===== src/rtl/rgb4_pkg.sv =====
`timescale 1ns/1ps
package rgb4_pkg;
    // Occupancy of the two pipeline stages, encoded {stage1, stage2}
    typedef enum logic [1:0] {
        OCC_EMPTY = 2'b00,
        OCC_TAIL  = 2'b01,
        OCC_HEAD  = 2'b10,
        OCC_BOTH  = 2'b11
    } occ_e;
endpackage


===== src/rtl/rgb4_flow.sv =====
`timescale 1ns/1ps
module rgb4_flow
    import rgb4_pkg::*;
(
    input  logic clk,
    input  logic rst_n,
    input  logic in_valid,
    input  logic out_ready,
    output logic adv,
    output logic s1_v,
    output logic s2_v
);
    occ_e state_q, state_d;

    // state register
    always_ff @(posedge clk) begin
        if (!rst_n) state_q <= OCC_EMPTY;
        else        state_q <= state_d;
    end

    // next state: an advance shifts stage 1 into stage 2 and loads the input
    always_comb begin
        state_d = state_q;
        if (adv) begin
            unique case (state_q)
                OCC_EMPTY: state_d = in_valid ? OCC_HEAD : OCC_EMPTY;
                OCC_TAIL:  state_d = in_valid ? OCC_HEAD : OCC_EMPTY;
                OCC_HEAD:  state_d = in_valid ? OCC_BOTH : OCC_TAIL;
                OCC_BOTH:  state_d = in_valid ? OCC_BOTH : OCC_TAIL;
                default:   state_d = OCC_EMPTY;
            endcase
        end
    end

    // outputs
    always_comb begin
        s1_v = 1'b0;
        s2_v = 1'b0;
        unique case (state_q)
            OCC_EMPTY: begin s1_v = 1'b0; s2_v = 1'b0; end
            OCC_TAIL:  begin s1_v = 1'b0; s2_v = 1'b1; end
            OCC_HEAD:  begin s1_v = 1'b1; s2_v = 1'b0; end
            OCC_BOTH:  begin s1_v = 1'b1; s2_v = 1'b1; end
            default:   begin s1_v = 1'b0; s2_v = 1'b0; end
        endcase
        adv = !s2_v || out_ready;
    end


    // a stage-1 pixel moves into stage 2 on an advance
    shift_fwd_chk: assert property (@(posedge clk) disable iff (!rst_n)
        (adv && s1_v) |=> s2_v);


    // an empty stage 1 on an advance leaves stage 2 empty
    no_phantom_chk: assert property (@(posedge clk) disable iff (!rst_n)
        (adv && !s1_v) |=> !s2_v);
endmodule


===== src/rtl/rgb4_span.sv =====
`timescale 1ns/1ps
module rgb4_span #(
    parameter int CW   = 8,
    parameter int SUMW = CW + 2
) (
    input  logic            clk,
    input  logic            rst_n,
    input  logic            adv,
    input  logic [CW-1:0]   r,
    input  logic [CW-1:0]   g,
    input  logic [CW-1:0]   b,
    output logic [CW-1:0]   r_q,
    output logic [CW-1:0]   g_q,
    output logic [CW-1:0]   b_q,
    output logic [CW-1:0]   spread_q,
    output logic [SUMW-1:0] sum_q
);
    logic [CW-1:0]   hi, lo, hi_rg, lo_rg;
    logic [SUMW-1:0] sum_d;

    always_comb begin
        hi_rg = (r > g) ? r : g;
        lo_rg = (r < g) ? r : g;
        hi    = (hi_rg > b) ? hi_rg : b;
        lo    = (lo_rg < b) ? lo_rg : b;
        sum_d = SUMW'(r) + SUMW'(g) + SUMW'(b);
    end

    always_ff @(posedge clk) begin
        if (!rst_n) begin
            r_q      <= '0;
            g_q      <= '0;
            b_q      <= '0;
            spread_q <= '0;
            sum_q    <= '0;
        end else if (adv) begin
            r_q      <= r;
            g_q      <= g;
            b_q      <= b;
            spread_q <= hi - lo;
            sum_q    <= sum_d;
        end
    end
endmodule


===== src/rtl/rgb4_classify.sv =====
`timescale 1ns/1ps
module rgb4_classify #(
    parameter int         CW         = 8,
    parameter int         SUMW       = CW + 2,
    parameter int         SPREAD_LIM = 50,
    parameter int         LUMA_SPLIT = 382,
    parameter int         ON_LEVEL   = 128,
    parameter logic [1:0] CODE_BLACK = 2'b00,
    parameter logic [1:0] CODE_WHITE = 2'b01,
    parameter logic [1:0] CODE_YEL   = 2'b10,
    parameter logic [1:0] CODE_RED   = 2'b11
) (
    input  logic            clk,
    input  logic            rst_n,
    input  logic            adv,
    input  logic [CW-1:0]   r_q,
    input  logic [CW-1:0]   g_q,
    input  logic [CW-1:0]   b_q,
    input  logic [CW-1:0]   spread_q,
    input  logic [SUMW-1:0] sum_q,
    output logic [1:0]      code_q
);
    localparam logic [CW-1:0]   LIM_W   = CW'(SPREAD_LIM);
    localparam logic [SUMW-1:0] SPLIT_W = SUMW'(LUMA_SPLIT);
    localparam logic [CW-1:0]   ON_W    = CW'(ON_LEVEL);

    logic       gray, r_on, g_on, b_on;
    logic [1:0] code_d;

    always_comb begin
        gray = spread_q < LIM_W;
        r_on = r_q > ON_W;
        g_on = g_q > ON_W;
        b_on = b_q > ON_W;
        if (gray)
            code_d = (sum_q > SPLIT_W) ? CODE_WHITE : CODE_BLACK;
        else if (r_on)
            code_d = b_on ? CODE_WHITE : (g_on ? CODE_YEL : CODE_RED);
        else
            code_d = (b_on && g_on) ? CODE_WHITE : CODE_BLACK;
    end

    always_ff @(posedge clk) begin
        if (!rst_n)   code_q <= CODE_BLACK;
        else if (adv) code_q <= code_d;
    end
endmodule


===== src/rtl/rgb4_quant.sv =====
`timescale 1ns/1ps
module rgb4_quant #(
    parameter int         CW         = 8,
    parameter int         SPREAD_LIM = 50,
    parameter int         LUMA_SPLIT = 382,
    parameter int         ON_LEVEL   = 128,
    parameter logic [1:0] CODE_BLACK = 2'b00,
    parameter logic [1:0] CODE_WHITE = 2'b01,
    parameter logic [1:0] CODE_YEL   = 2'b10,
    parameter logic [1:0] CODE_RED   = 2'b11
) (
    input  logic          clk,
    input  logic          rst_n,
    input  logic          in_valid,
    output logic          in_ready,
    input  logic [CW-1:0] in_r,
    input  logic [CW-1:0] in_g,
    input  logic [CW-1:0] in_b,
    output logic          out_valid,
    input  logic          out_ready,
    output logic [1:0]    out_code
);
    localparam int SUMW = CW + 2;

    logic            adv, s1_v, s2_v;
    logic [CW-1:0]   r_q, g_q, b_q, spread_q;
    logic [SUMW-1:0] sum_q;

    rgb4_flow u_flow (
        .clk(clk), .rst_n(rst_n), .in_valid(in_valid), .out_ready(out_ready),
        .adv(adv), .s1_v(s1_v), .s2_v(s2_v)
    );

    rgb4_span #(.CW(CW), .SUMW(SUMW)) u_span (
        .clk(clk), .rst_n(rst_n), .adv(adv),
        .r(in_r), .g(in_g), .b(in_b),
        .r_q(r_q), .g_q(g_q), .b_q(b_q), .spread_q(spread_q), .sum_q(sum_q)
    );

    rgb4_classify #(
        .CW(CW), .SUMW(SUMW), .SPREAD_LIM(SPREAD_LIM), .LUMA_SPLIT(LUMA_SPLIT),
        .ON_LEVEL(ON_LEVEL), .CODE_BLACK(CODE_BLACK), .CODE_WHITE(CODE_WHITE),
        .CODE_YEL(CODE_YEL), .CODE_RED(CODE_RED)
    ) u_cls (
        .clk(clk), .rst_n(rst_n), .adv(adv),
        .r_q(r_q), .g_q(g_q), .b_q(b_q), .spread_q(spread_q), .sum_q(sum_q),
        .code_q(out_code)
    );

    assign in_ready  = adv;
    assign out_valid = s2_v;


    stall_hold_chk: assert property (@(posedge clk) disable iff (!rst_n)
        (out_valid && !out_ready) |=> (out_valid && $stable(out_code)));


    gray_white_chk: assert property (@(posedge clk) disable iff (!rst_n)
        (adv && s1_v && spread_q < CW'(SPREAD_LIM) && sum_q > SUMW'(LUMA_SPLIT))
        |=> out_code == CODE_WHITE);


    gray_black_chk: assert property (@(posedge clk) disable iff (!rst_n)
        (adv && s1_v && spread_q < CW'(SPREAD_LIM) && sum_q <= SUMW'(LUMA_SPLIT))
        |=> out_code == CODE_BLACK);


    yellow_chk: assert property (@(posedge clk) disable iff (!rst_n)
        (adv && s1_v && spread_q >= CW'(SPREAD_LIM) && r_q > CW'(ON_LEVEL)
         && g_q > CW'(ON_LEVEL) && b_q <= CW'(ON_LEVEL))
        |=> out_code == CODE_YEL);


    magenta_white_chk: assert property (@(posedge clk) disable iff (!rst_n)
        (adv && s1_v && spread_q >= CW'(SPREAD_LIM) && r_q > CW'(ON_LEVEL)
         && b_q > CW'(ON_LEVEL))
        |=> out_code == CODE_WHITE);
endmodule


===== config.mk =====
export PLATFORM = sky130hd
export DESIGN_NAME = rgb4_quant
export DESIGN_NICKNAME = d
export VERILOG_FILES = /design/src/rtl/rgb4_pkg.sv /design/src/rtl/rgb4_flow.sv /design/src/rtl/rgb4_span.sv /design/src/rtl/rgb4_classify.sv /design/src/rtl/rgb4_quant.sv
export SDC_FILE = /design/constraint.sdc
export NUM_CORES = 1
export LEC_CHECK = 0
export BUFFER_PORTS_ARGS = -buffer_cell sky130_fd_sc_hd__buf_2
export CORE_MARGIN = 3
export CORE_UTILIZATION = 55
export DETAILED_ROUTE_END_ITERATION = 6
export GPL_ROUTABILITY_DRIVEN = 0
export GPL_TIMING_DRIVEN = 0
export PLACE_DENSITY = 0.78
export SLEW_MARGIN = 30
export SYNTH_ARGS = -nofsm -noshare
export SYNTH_HDL_FRONTEND = slang
export SYNTH_SLANG_ARGS = --single-unit

===== constraint.sdc =====
create_clock -name clk -period 5.63 [get_ports clk]
set_clock_uncertainty 0.2 [all_clocks]
set_input_delay 1.126 -clock clk [delete_from_list [all_inputs] [get_ports clk]]
set_output_delay 1.126 -clock clk [all_outputs]
set_load 0.02 [all_outputs]

==> impl_metrics.ini <==
[sta]
total_neg_setup_slack_ns = 0
grt_setup_unrepaired = true
tightest_pin_transition_ns = 0.588
fin_crit_ns = 5.50
timing_hold_violations_final = 0
timing.hold.ws_ns = 0.253
fmax_ghz = 0.182
setup_viol = 0
maxSlewHeadroom_pct = 60.3
fin_crit_sh_pct = 97.7
report.final.slew_viol_count = 0

[detailed_routing]
drtPass1Iterations = 5
drt_drc_violations_left = 0
met2_length_mm = 4.72
routed_wirelength_mm = 10.2
ant_nets = 0
dr_total_vias = 3490
drtIter0Drc = 249
wirelength_met1_mm = 4.55
route.met3.wl_um = 634
detail_route.wl_per_cell_um = 17.1
dr.max_layer_used = met4
drt-vias-per-instance = 5.85

[clock_tree]
clock_tree_from_tritoncts = yes
cts_buffers = 5
cts_hold_buf = 0
path_clk_slew_ns = 0.09
cts_buffer_depth = 2
ctsHtreeMaxLevel = 2
later_pin_clock_latency_in_the_skew_report_ns = 0.31
cts_num_sinks = 45
clock-root-buffer = sky130_fd_sc_hd__clkbuf_8

[setup_path]
crit_fanout = 10
critical_path.reg2reg.endpoint = u_cls.code_q[0]$_SDFFE_PN0P_
timing.critical_path.arrival_ns = 5.48
crit_path_end_kind = flop
cp_data_required_time_ns = 5.61
reg2reg_slack_ns = 3.44
r2r.worst_path.cells = 6
worst_setup_path_start_kind = input port
worstReg2RegStart = u_span.g_q[3]$_SDFFE_PN0P_
worst-setup-path-type = input port to flop

[synthesis]
cells_after_synthesis = 471
yosysWarnings = 0
most_frequently_used_flop_master_after_synthesis = sky130_fd_sc_hd__dfxtp_1
netlist_area_mm2 = 0.00358
netlist.area_leader.share_pct = 25.2
synth-seq-cells = 45
synth_nets = 547
synth.distinct_cells = 58
netlist.top_cell.by_area = sky130_fd_sc_hd__dfxtp_1
ys_top_cells_by_area = sky130_fd_sc_hd__dfxtp_1 (25%), sky130_fd_sc_hd__ha_1 (16%), sky130_fd_sc_hd__nand2_1 (9.3%), sky130_fd_sc_hd__a21oi_1 (8.8%), sky130_fd_sc_hd__xnor2_1 (3.4%)
synthArstFlopShare_pct = 0
avgSynthCellArea_um2 = 7.59
synth.yosys.seq_area_share_pct = 25.2
synth_enable_flop_cells = 0

[hold_path]
hold_path.startpoint = u_span.spread_q[2]$_SDFFE_PN0P_
hold_path_end = u_span.spread_q[2]$_SDFFE_PN0P_
hold_path_depth = 2
worstHoldPathType = flop to flop

[layout]
final.fill_count = 490
fin_util_pct = 70.4
num-nets-final = 597
final_design_area_no_fill_mm2 = 0.00429
layout_cell_share_with_drive_strength_beyond_1_pct = 19.7
area_delta_synth_final_pct = 20.0
seqCellArea_um2 = 901
antenna_cells = 0
multi_input_area_mm2 = 0.00273

[global_routing]
maximum_number_of_pins_on_one_net_before_global_route_repair = 15
globalRouteOverflowTotal = 0
vias_in_the_first_global_route = 3311
grt_pass1_wl_mm = 16.4
grt_util_all_layers_pct = 27.6
antenna_found_initial = 0

[pwr]
vdd.ir_drop.worst_v = 0.000205
power.density_cell_area_mw_per_mm2 = 293
power.leakage_nw = 1.91
design_power_total_w = 0.00126
switching_power_w = 0.000481
seq_power_share_pct = 31.6
power.share.switching_pct = 38.2
power.share.clock_pct = 20.2
internal_power_w = 0.000778
power_frac_comb_pct = 48.2

[floorplanning]
die_height_um = 86.6
die_x_um = 86.6
core_region_area_mm2 = 0.00610
num_io_pins = 32
floorplan.die_area_mm2 = 0.00751
std_cell_rows = 28
floorplan.initialDensity_pct = 58.7

[place]
buffer_ports.inserted = 31
detailedPlacementHpwl_mm = 7.70
placed_cell_area_mm2 = 0.00383

[run]
max_cap_violations = 0

[status]
run_status = completed
## synthesized netlist by cell type (all sizes together), types with 8 or more instances
| cell type | number |
|---|---|
| xnor2 | 14 |
| clkbuf | 17 |
| a21oi | 65 |
| ha | 45 |
| o21ai | 26 |
| nand3 | 12 |
| a211oi | 8 |
| a21o | 8 |
| o21bai | 9 |
| nand2 | 89 |
| inv | 32 |
| nor2 | 29 |
| dfxtp | 45 |
## cell families after synthesis
logic type                 Yosys count  share of synthesized area, %
and+or+nand+nor                    162                          20.0
buffers and inverters               51                          5.35
adders and majority gates           48                          17.4
DFF                                 45                          25.2
xor gates and xnor gates            17                          4.16
AOI/OAI and AO/OA                  140                          25.0
muxes                                8                          2.80
## power groups by stage
stage	registers (W)	logic (W)	clock network [W]
6_report	0.000398	0.000607	0.000254
5_1_grt	0.000403	0.000675	0.000268
4_1_cts	0.000397	0.000542	0.000252
3_5_place_dp	0.000404	0.000523	0
3_3_place_gp	0.000402	0.000507	0
2_1_floorplan	0.000402	0.000396	0
## registers in the layout, indices dropped and copies added (netlist names)
name and flops:
u_cls.code_q 2, u_span.r_q 8, u_span.sum_q 10, u_flow.state_q 2, u_span.b_q 8, u_span.g_q 8, u_span.spread_q 7
## metrics by stage
| step | cells | setup WS (ns) |
|---|---|---|
| final | 597 | 0.131 |
| after global placement | 577 | -0.631 |
| after global routing | 597 | -0.0592 |
| after CTS | 588 | 0.00658 |
| after floorplan | 471 | 0.0291 |
| after detailed placement | 577 | -0.651 |
## how the worst max path moves through the flow
stage                     startpoint                         endpoint  slack [ns]  cells past startpoint
after floorplan              in_g[5]  u_span.spread_q[5]$_SDFFE_PN0P_        0.03                     24
final                        in_g[3]  u_span.spread_q[5]$_SDFFE_PN0P_        0.13                     23
after global placement       in_g[1]  u_span.spread_q[6]$_SDFFE_PN0P_       -0.63                     27
after CTS                    in_g[1]  u_span.spread_q[6]$_SDFFE_PN0P_       0.007                     27
after detailed placement     in_g[1]  u_span.spread_q[6]$_SDFFE_PN0P_       -0.65                     27
after global routing         in_g[5]  u_span.spread_q[5]$_SDFFE_PN0P_       -0.06                     23
## routing by layer
layer  vias to the layer above  GRT usage, %
met5                         -             0
met4                         0          9.21
li1                       1740             -
met3                        26          4.56
met2                       129          44.2
met1                      1595          37.7
## layout make-up
| type | count | area share [%] |
|---|---|---|
| repair buffers | 44 | 6.00 |
| flip-flops and latches | 45 | 21.0 |
| multi-input cells | 375 | 63.5 |
| clock buffers | 6 | 1.69 |
| inverters | 33 | 2.88 |
| plain buffers | 17 | 1.84 |
| clock inverters | 2 | 0.903 |
| well taps | 75 | 2.19 |
## placed cells by master (no fill, tap or decap), types with 8 or more instances in the layout
cell type,instances
sky130_fd_sc_hd__nand2_1,89
sky130_fd_sc_hd__a21oi_1,61
sky130_fd_sc_hd__dfxtp_1,45
sky130_fd_sc_hd__ha_1,38
sky130_fd_sc_hd__buf_2,29
sky130_fd_sc_hd__inv_1,28
sky130_fd_sc_hd__nor2_1,25
sky130_fd_sc_hd__o21ai_0,17
sky130_fd_sc_hd__clkbuf_1,14
sky130_fd_sc_hd__xnor2_1,14
sky130_fd_sc_hd__buf_4,13
sky130_fd_sc_hd__nand3_1,11
sky130_fd_sc_hd__o21ai_1,8
sky130_fd_sc_hd__a21o_1,8
## what timing repair did
item / in CTS / in global routing
gates resized for setup: 22 / 38
setup endpoints to repair: 4 / 5
pin swaps: 8 / 12
setup buffers: 4 / 9
## critical path: stages
cell,delay [ns]
sky130_fd_sc_hd__buf_2,0.13
sky130_fd_sc_hd__inv_2,0.07
sky130_fd_sc_hd__ha_4,0.32
sky130_fd_sc_hd__nand4_1,0.22
sky130_fd_sc_hd__nor2_4,0.22
sky130_fd_sc_hd__nor2_2,0.10
sky130_fd_sc_hd__nor2_4,0.25
sky130_fd_sc_hd__mux2_2,0.42
sky130_fd_sc_hd__ha_1,0.30
sky130_fd_sc_hd__nor3_1,0.26
sky130_fd_sc_hd__o21bai_2,0.16
sky130_fd_sc_hd__and3_4,0.22
sky130_fd_sc_hd__clkbuf_4,0.17
sky130_fd_sc_hd__nand2_1,0.06
sky130_fd_sc_hd__o21ai_0,0.08
sky130_fd_sc_hd__ha_1,0.34
sky130_fd_sc_hd__o21ai_1,0.09
sky130_fd_sc_hd__nand2b_1,0.07
sky130_fd_sc_hd__and3_1,0.17
sky130_fd_sc_hd__a21boi_2,0.17
sky130_fd_sc_hd__or3_1,0.35
sky130_fd_sc_hd__nand3_1,0.12
sky130_fd_sc_hd__a21oi_1,0.08
Power figures use the tool's default switching activity.
